[config.mk]
export PLATFORM = sky130hd
export DESIGN_NAME = step_pattern_store
export DESIGN_NICKNAME = d
export VERILOG_FILES = /design/src/rtl/pms_pkg.sv /design/src/rtl/chan_encoder.sv /design/src/rtl/word_store.sv /design/src/rtl/step_ctrl.sv /design/src/rtl/step_pattern_store.sv
export SDC_FILE = /design/constraint.sdc
export NUM_CORES = 1
export LEC_CHECK = 0
export ABC_AREA = 1
export BUFFER_PORTS_ARGS = -buffer_cell sky130_fd_sc_hd__buf_2
export CORE_MARGIN = 3
export CORE_UTILIZATION = 55
export CTS_CLUSTER_DIAMETER = 150
export CTS_CLUSTER_SIZE = 14
export DETAILED_ROUTE_END_ITERATION = 8
export PLACE_DENSITY = 0.78
export SLEW_MARGIN = 20
export SYNTH_ARGS = -nofsm -noshare
export SYNTH_HDL_FRONTEND = slang
export SYNTH_HIERARCHICAL = 1
export SYNTH_SLANG_ARGS = --single-unit
[constraint.sdc]
create_clock -name clk -period 2.9 [get_ports clk]
set_input_delay 0.29 -clock clk [delete_from_list [all_inputs] [get_ports clk]]
set_output_delay 0.29 -clock clk [all_outputs]
set_load 0.02 [all_outputs]
[src/rtl/pms_pkg.sv]
package pms_pkg;
    typedef enum logic [2:0] {
        ST_IDLE,
        ST_CAPTURE,
        ST_WRITE,
        ST_CLEAR,
        ST_DONE
    } ctl_state_e;
endpackage

[src/rtl/chan_encoder.sv]
module chan_encoder #(
    parameter int NCH  = 7,
    parameter int NUMW = $clog2(NCH)
) (
    input  logic [NCH-1:0]  sel,
    output logic [NUMW-1:0] num,
    output logic [NCH-1:0]  mask
);
    // Scanning from the top down lets the lowest set line win.
    always_comb begin
        num  = '0;
        mask = '0;
        for (int i = NCH - 1; i >= 0; i--) begin
            if (sel[i]) begin
                num     = NUMW'(i);
                mask    = '0;
                mask[i] = 1'b1;
            end
        end
    end

    always_comb begin
        assert_mask_onehot_R3: assert ($onehot0(mask));
        if (sel != '0) begin
            assert_mask_matches_num_R3: assert (mask[num] && sel[num]);
        end
    end
endmodule

[src/rtl/word_store.sv]
module word_store #(
    parameter int WW = 8,
    parameter int AW = 5
) (
    input  logic          clk,
    input  logic          rst_n,
    input  logic [AW-1:0] disp_addr,
    output logic [WW-1:0] disp_data,
    input  logic [AW-1:0] rmw_addr,
    output logic [WW-1:0] rmw_data,
    input  logic          we,
    input  logic [AW-1:0] waddr,
    input  logic [WW-1:0] wdata
);
    localparam int DEPTH = 1 << AW;

    logic [WW-1:0] mem [DEPTH];

    always_ff @(posedge clk) begin
        if (!rst_n) begin
            for (int i = 0; i < DEPTH; i++) begin
                mem[i] <= '0;
            end
        end else if (we) begin
            mem[waddr] <= wdata;
        end
    end

    assign disp_data = mem[disp_addr];
    assign rmw_data  = mem[rmw_addr];

    // A write lands in the addressed word and is visible on the next cycle.
    assert_write_lands_R7: assert property (@(posedge clk) disable iff (!rst_n)
        (we && rmw_addr == waddr) |=> (rmw_data == $past(wdata) || $past(rmw_addr) != rmw_addr));
endmodule

[src/rtl/step_ctrl.sv]
module step_ctrl
    import pms_pkg::*;
#(
    parameter int SW  = 4,
    parameter int WW  = 8,
    parameter int NCH = 7,
    parameter int AW  = SW + 1
) (
    input  logic           clk,
    input  logic           rst_n,
    input  logic           toggle_req,
    input  logic           clear_req,
    input  logic           pat_sel,
    input  logic [SW-1:0]  step,
    input  logic [NCH-1:0] mask,
    input  logic [WW-1:0]  rmw_data,
    output logic [AW-1:0]  rmw_addr,
    output logic           we,
    output logic [AW-1:0]  waddr,
    output logic [WW-1:0]  wdata,
    output logic           busy,
    output logic           clear_done
);
    localparam logic [SW-1:0] LAST_STEP = {SW{1'b1}};

    ctl_state_e    st, st_nxt;
    logic [AW-1:0] addr_q;
    logic [NCH-1:0] mask_q;
    logic [WW-1:0] hold_q;
    logic          pat_q;
    logic [SW-1:0] cnt_q;
    logic [WW-1:0] mask_word;

    // State register.
    always_ff @(posedge clk) begin
        if (!rst_n) begin
            st <= ST_IDLE;
        end else begin
            st <= st_nxt;
        end
    end

    // Next-state logic.
    always_comb begin
        st_nxt = st;
        unique case (st)
            ST_IDLE: begin
                if (clear_req) begin
                    st_nxt = ST_CLEAR;
                end else if (toggle_req) begin
                    st_nxt = ST_CAPTURE;
                end
            end
            ST_CAPTURE: st_nxt = ST_WRITE;
            ST_WRITE:   st_nxt = ST_IDLE;
            ST_CLEAR: begin
                if (cnt_q == LAST_STEP) begin
                    st_nxt = ST_DONE;
                end
            end
            ST_DONE:    st_nxt = ST_IDLE;
            default:    st_nxt = ST_IDLE;
        endcase
    end

    // Datapath registers: latched address, mask, holding word, sweep counter.
    always_ff @(posedge clk) begin
        if (!rst_n) begin
            addr_q <= '0;
            mask_q <= '0;
            hold_q <= '0;
            pat_q  <= 1'b0;
            cnt_q  <= '0;
        end else begin
            unique case (st)
                ST_IDLE: begin
                    addr_q <= {pat_sel, step};
                    mask_q <= mask;
                    pat_q  <= pat_sel;
                    cnt_q  <= '0;
                end
                ST_CAPTURE: hold_q <= rmw_data ^ mask_word;
                ST_CLEAR:   cnt_q  <= cnt_q + 1'b1;
                default: ;
            endcase
        end
    end

    always_comb begin
        mask_word = '0;
        mask_word[NCH-1:0] = mask_q;
    end

    // Output logic.
    always_comb begin
        we         = 1'b0;
        waddr      = addr_q;
        wdata      = hold_q;
        busy       = 1'b0;
        clear_done = 1'b0;
        unique case (st)
            ST_IDLE: ;
            ST_CAPTURE: busy = 1'b1;
            ST_WRITE: begin
                busy = 1'b1;
                we   = 1'b1;
            end
            ST_CLEAR: begin
                busy  = 1'b1;
                we    = 1'b1;
                waddr = {pat_q, cnt_q};
                wdata = '0;
            end
            ST_DONE: clear_done = 1'b1;
            default: ;
        endcase
    end

    assign rmw_addr = addr_q;

    assert_capture_then_write_R5: assert property (@(posedge clk) disable iff (!rst_n)
        (st == ST_CAPTURE) |=> (st == ST_WRITE));
    assert_write_then_idle_R6: assert property (@(posedge clk) disable iff (!rst_n)
        (st == ST_WRITE) |=> (st == ST_IDLE));
    assert_clear_stays_R9: assert property (@(posedge clk) disable iff (!rst_n)
        (st == ST_CLEAR) |=> (st == ST_CLEAR || st == ST_DONE));
    assert_done_after_last_R8: assert property (@(posedge clk) disable iff (!rst_n)
        (st == ST_CLEAR && cnt_q == LAST_STEP) |=> clear_done);
    assert_done_single_R8: assert property (@(posedge clk) disable iff (!rst_n)
        clear_done |=> !clear_done);
    assert_clear_wins_R10: assert property (@(posedge clk) disable iff (!rst_n)
        (st == ST_IDLE && clear_req) |=> (st == ST_CLEAR));
    assert_addr_stable_R11: assert property (@(posedge clk) disable iff (!rst_n)
        (st == ST_CAPTURE) |=> $stable(addr_q));
endmodule

[src/rtl/step_pattern_store.sv]
module step_pattern_store #(
    parameter int NCH  = 7,
    parameter int WW   = 8,
    parameter int SW   = 4,
    parameter int NUMW = $clog2(NCH),
    parameter int AW   = SW + 1
) (
    input  logic            clk,
    input  logic            rst_n,
    input  logic            pat_sel,
    input  logic [SW-1:0]   step,
    input  logic [NCH-1:0]  chan_sel,
    input  logic            toggle_req,
    input  logic            clear_req,
    output logic [WW-1:0]   rd_word,
    output logic [NUMW-1:0] chan_num,
    output logic            busy,
    output logic            clear_done
);
    logic [NCH-1:0] mask;
    logic [AW-1:0]  rmw_addr;
    logic [WW-1:0]  rmw_data;
    logic           we;
    logic [AW-1:0]  waddr;
    logic [WW-1:0]  wdata;

    chan_encoder #(.NCH(NCH), .NUMW(NUMW)) u_enc (
        .sel  (chan_sel),
        .num  (chan_num),
        .mask (mask)
    );

    step_ctrl #(.SW(SW), .WW(WW), .NCH(NCH), .AW(AW)) u_ctrl (
        .clk        (clk),
        .rst_n      (rst_n),
        .toggle_req (toggle_req),
        .clear_req  (clear_req),
        .pat_sel    (pat_sel),
        .step       (step),
        .mask       (mask),
        .rmw_data   (rmw_data),
        .rmw_addr   (rmw_addr),
        .we         (we),
        .waddr      (waddr),
        .wdata      (wdata),
        .busy       (busy),
        .clear_done (clear_done)
    );

    word_store #(.WW(WW), .AW(AW)) u_store (
        .clk       (clk),
        .rst_n     (rst_n),
        .disp_addr ({pat_sel, step}),
        .disp_data (rd_word),
        .rmw_addr  (rmw_addr),
        .rmw_data  (rmw_data),
        .we        (we),
        .waddr     (waddr),
        .wdata     (wdata)
    );

    assert_busy_done_exclusive_R8: assert property (@(posedge clk) disable iff (!rst_n)
        !(busy && clear_done));
    assert_top_bit_never_set_R4: assert property (@(posedge clk) disable iff (!rst_n)
        (rd_word[WW-1] == 1'b0));
endmodule

==> flow_summary_export.csv <==
group,metric,value,unit
status,outcome,"complete, no violations",
worst_setup_path,crit_type,"flop to flop",
drt,drt_wl_total,50.5,mm
synth,synth_cells,2078,
drt,first_pass_iters,6,
synth,async_flop_share,0,%
global_routing,grt.met2_usage,50.4,%
synth,yosysTopAreaCell,"edfxtp_1",
synth,synth_edf_count,256,
worst_setup_path,crit_path_max_incr_delay,0.49,ns
power_and_ir_drop,p_sw_share,32.8,%
worst_setup_path,worst-endpoint-arrival,2.81,ns
worst_hold_path,hold_class,"input pin to flop",
final_layout,syn_to_final_growth,7.34,%
global_routing,met1_usage,45.4,%
clock_network,clockBufferDepth,3,
synth,synth.distinct_cells,24,
final_layout,nNetsFinal,2057,
worst_setup_path,crit_family,"simple AND/OR/NAND/NOR gates",
worst_setup_path,startpoint_type,"flop",
global_routing,grt_pass1_vias,13200,
synth,yosys.area.top_type_share,48.6,%
worst_setup_path,critPathCaptureType,"flop",
worst_setup_path,required,3.10,ns
sta,hold_violations,0,
final_layout,antennaDiodeCount,0,
global_routing,grt_antenna_before_repair,0,
synth,ys_seq_elements,283,
sta,period_share,90.0,%
die,ios,29,
synth,dominantRegCellSynth,"edfxtp_1",
worst_setup_path,crit_path_top_delay_cell,"dfxtp_1",
global_routing,grt_max_degree,97,
clock_network,path_clk_slew,0.06,ns
sta,slew_headroom,41.1,%
worst_setup_path,critPathMaxFanout,9,
drt,drc,0,
synth,synth_area_per_cell,7.61,sq um
die,initial_core_util,56.3,%
clock_network,cts.repair.resized,0,
drt,num_vias,14600,
synth,synth_seq_area_share,52.1,%
clock_network,cts_buffers,24,
clock_network,cts.htree.levels,1,
die,placementRows,61,
sta,tightestPinTransition,0.884,ns
drt,drt-vias-per-instance,6.03,
worst_setup_path,path_cells,"nand3_2 > o21ai_0 > inv_1 > nor3_1 > buf_4 > nand2_2 > nand2_1",
synth,yosysWarningCount,6,
sta,max_freq,383,MHz
power_and_ir_drop,pwr_density_cell,599,nW/um^2
job,max_cap_viol_count,0,
sta,rsz0062_at_grt,"no",
placement,port_buffers,28,
final_layout,drive_gt1_share,7.76,%
global_routing,grt.total_usage,32.4,%
clock_network,cts_root_buffer,"clkbuf_16",
die,core_area,28100,sq um
placement,place_hpwl,33.0,mm
global_routing,grt_use_met3,6.46,%
sta,fin_crit,2.61,ns
synth,synth_nets,2095,
sta,fin_setup_tns,0,ns
power_and_ir_drop,pwr-share-comb,23.7,%
drt,ant_nets,0,
power_and_ir_drop,p_seq_share,47.0,%
worst_setup_path,worst-path-buf-inv,2,
power_and_ir_drop,p_sw,3.33,mW
sta,finalClockSkew,0.00854,ns
synth,synth_area_leaders,"edfxtp_1 (49%), nand2_1 (19%), nand3_1 (13%), nor2_1 (7.3%), dfxtp_1 (3.4%)",
sta,setup_violations,0,
power_and_ir_drop,peakVddDrop,0.383,mV
clock_network,cts.sinks,283,
die,dieArea,30800,sq um
synth,syn_area,15800,sq um
sta,maxSlewViolCount,0,
drt,drtIter0Drc,2440,
final_layout,nFillCells,2514,
global_routing,grt_first_pass_wirelength,76.9,mm
clock_network,clock_latency,0.53,ns
placement,gp_congestion,0.984,
global_routing,top_usage_layer,"met2",
drt,wl_per_cell,20.8,um
clock_network,postCtsHoldBufs,0,
die,dieWidth,176,um
synth,yosysMostFrequentCell,"nand2_1",
synth,synth_common_cells,"nand2_1 (806), nand3_1 (395), nor2_1 (309)",
final_layout,fin_util,60.4,%
global_routing,gr-total-overflow,0,
placement,dp_slack,0.385,ns
clock_network,cts_tree,"done",
die,die_h,176,um
clock_network,cts_setup_buffers,0,
power_and_ir_drop,clkPwrFrac,29.3,%
power_and_ir_drop,p_leak,6.76,nW
sta,finalWorstSetupSlack,0.290,ns
power_and_ir_drop,p_int,6.82,mW
power by group through the flow:
stage                     registers (mW)  logic, mW  clock network [mW]
after global routing                4.78       2.58                3.17
after CTS                           4.76       2.32                3.01
after detailed placement            4.85       2.31                   0
final                               4.77       2.41                2.98
after floorplan                     4.78       1.53                   0
after global placement              4.84       2.28                   0
cell usage in the layout, fill, tap and decap left out:
cell       synthesis  routed
buf_4              4      39
inv_1             53      51
o21ai_0           15      15
buf_2             58      27
o21a_1             1       1
nand2_1          806     806
nand2_4            1       1
nor2_2             2       2
nor3_4             4       4
buf_12             0      10
dfxtp_4            0       1
clkbuf_1          59      10
nor3_1             9       9
clkinv_2           0       2
nand3_1          395     395
edfxtp_1         256     256
nand3_2            2       2
dfxtp_2            0       1
inv_2              6       6
nand2_2           36      36
clkinv_8           0       1
nor2_1           309     309
ha_1               1       1
a21oi_1           12      12
clkbuf_16          0      25
nor2_4             2       2
xnor2_1            1       1
dfxtp_1           27      25
state kept, by name, indices dropped and copies added (netlist names):
name / count
u_ctrl/cnt_q: 4
u_ctrl/hold_q: 8
u_ctrl/mask_q: 7
u_ctrl/pat_q: 1
u_ctrl/rmw_addr: 4
u_ctrl/st: 3
u_store/mem: 256
tightest hold or removal path, cell delays in order:
cell	delay (ns)
buf_2	0.11
o21ai_0	0.08
nor2_1	0.07
cell type report:
| class | instances | area (sq um) | area share (%) |
|---|---|---|---|
| Clock buffer | 35 | 663 | 3.91 |
| Sequential cell | 283 | 8230 | 48.5 |
| Inverter | 59 | 224 | 1.32 |
| Timing Repair Buffer | 76 | 628 | 3.70 |
| Multi-Input combinational cell | 1596 | 6730 | 39.7 |
| Tap cell | 378 | 473 | 2.79 |
| Clock inverter | 1 | 16.3 | 0.0959 |
path summary, 6_finish.rpt:
kind	from	depth (start not counted)	slack, ns	endpoint
max reg2reg	u_ctrl/st[0]	7	0.29	u_store/mem[12][6]
min reg2reg	u_ctrl/hold_q[6]	2	0.47	u_ctrl/hold_q[6]
max	u_ctrl/st[0]	7	0.29	u_store/mem[12][6]
min	chan_sel[0]	3	0.07	u_ctrl/mask_q[0]
per-layer routing:
metal	up-vias	part of all wire [%]
met5	-	0
met4	0	4.3
met3	159	13
met2	1068	45
met1	6703	38
li1	6699	-
kinds of logic (layout without fill, tap and decap cells):
family                     Yosys count  after routing  share of synthesized area, %
and+or+nand+nor                   1566           1566                          41.5
xor gates and xnor gates             1              1                        0.0554
buffers and inverters              199            171                          5.38
DFF                                283            283                          52.1
adders and majority gates            1              1                        0.0792
AOI/OAI and AO/OA                   28             28                         0.902
stage by stage:
step,hold WS [ns],power [mW],std cells,area (sq um)
global route,0.0878,10.5,2428,17000
global placement,0.452,7.12,2392,16300
CTS,0.0566,10.1,2428,17000
floorplan,0.413,6.31,2078,15800
finish,0.0723,10.2,2428,17000
detailed placement,0.457,7.16,2392,16300
(Power assumes the default switching activity.)
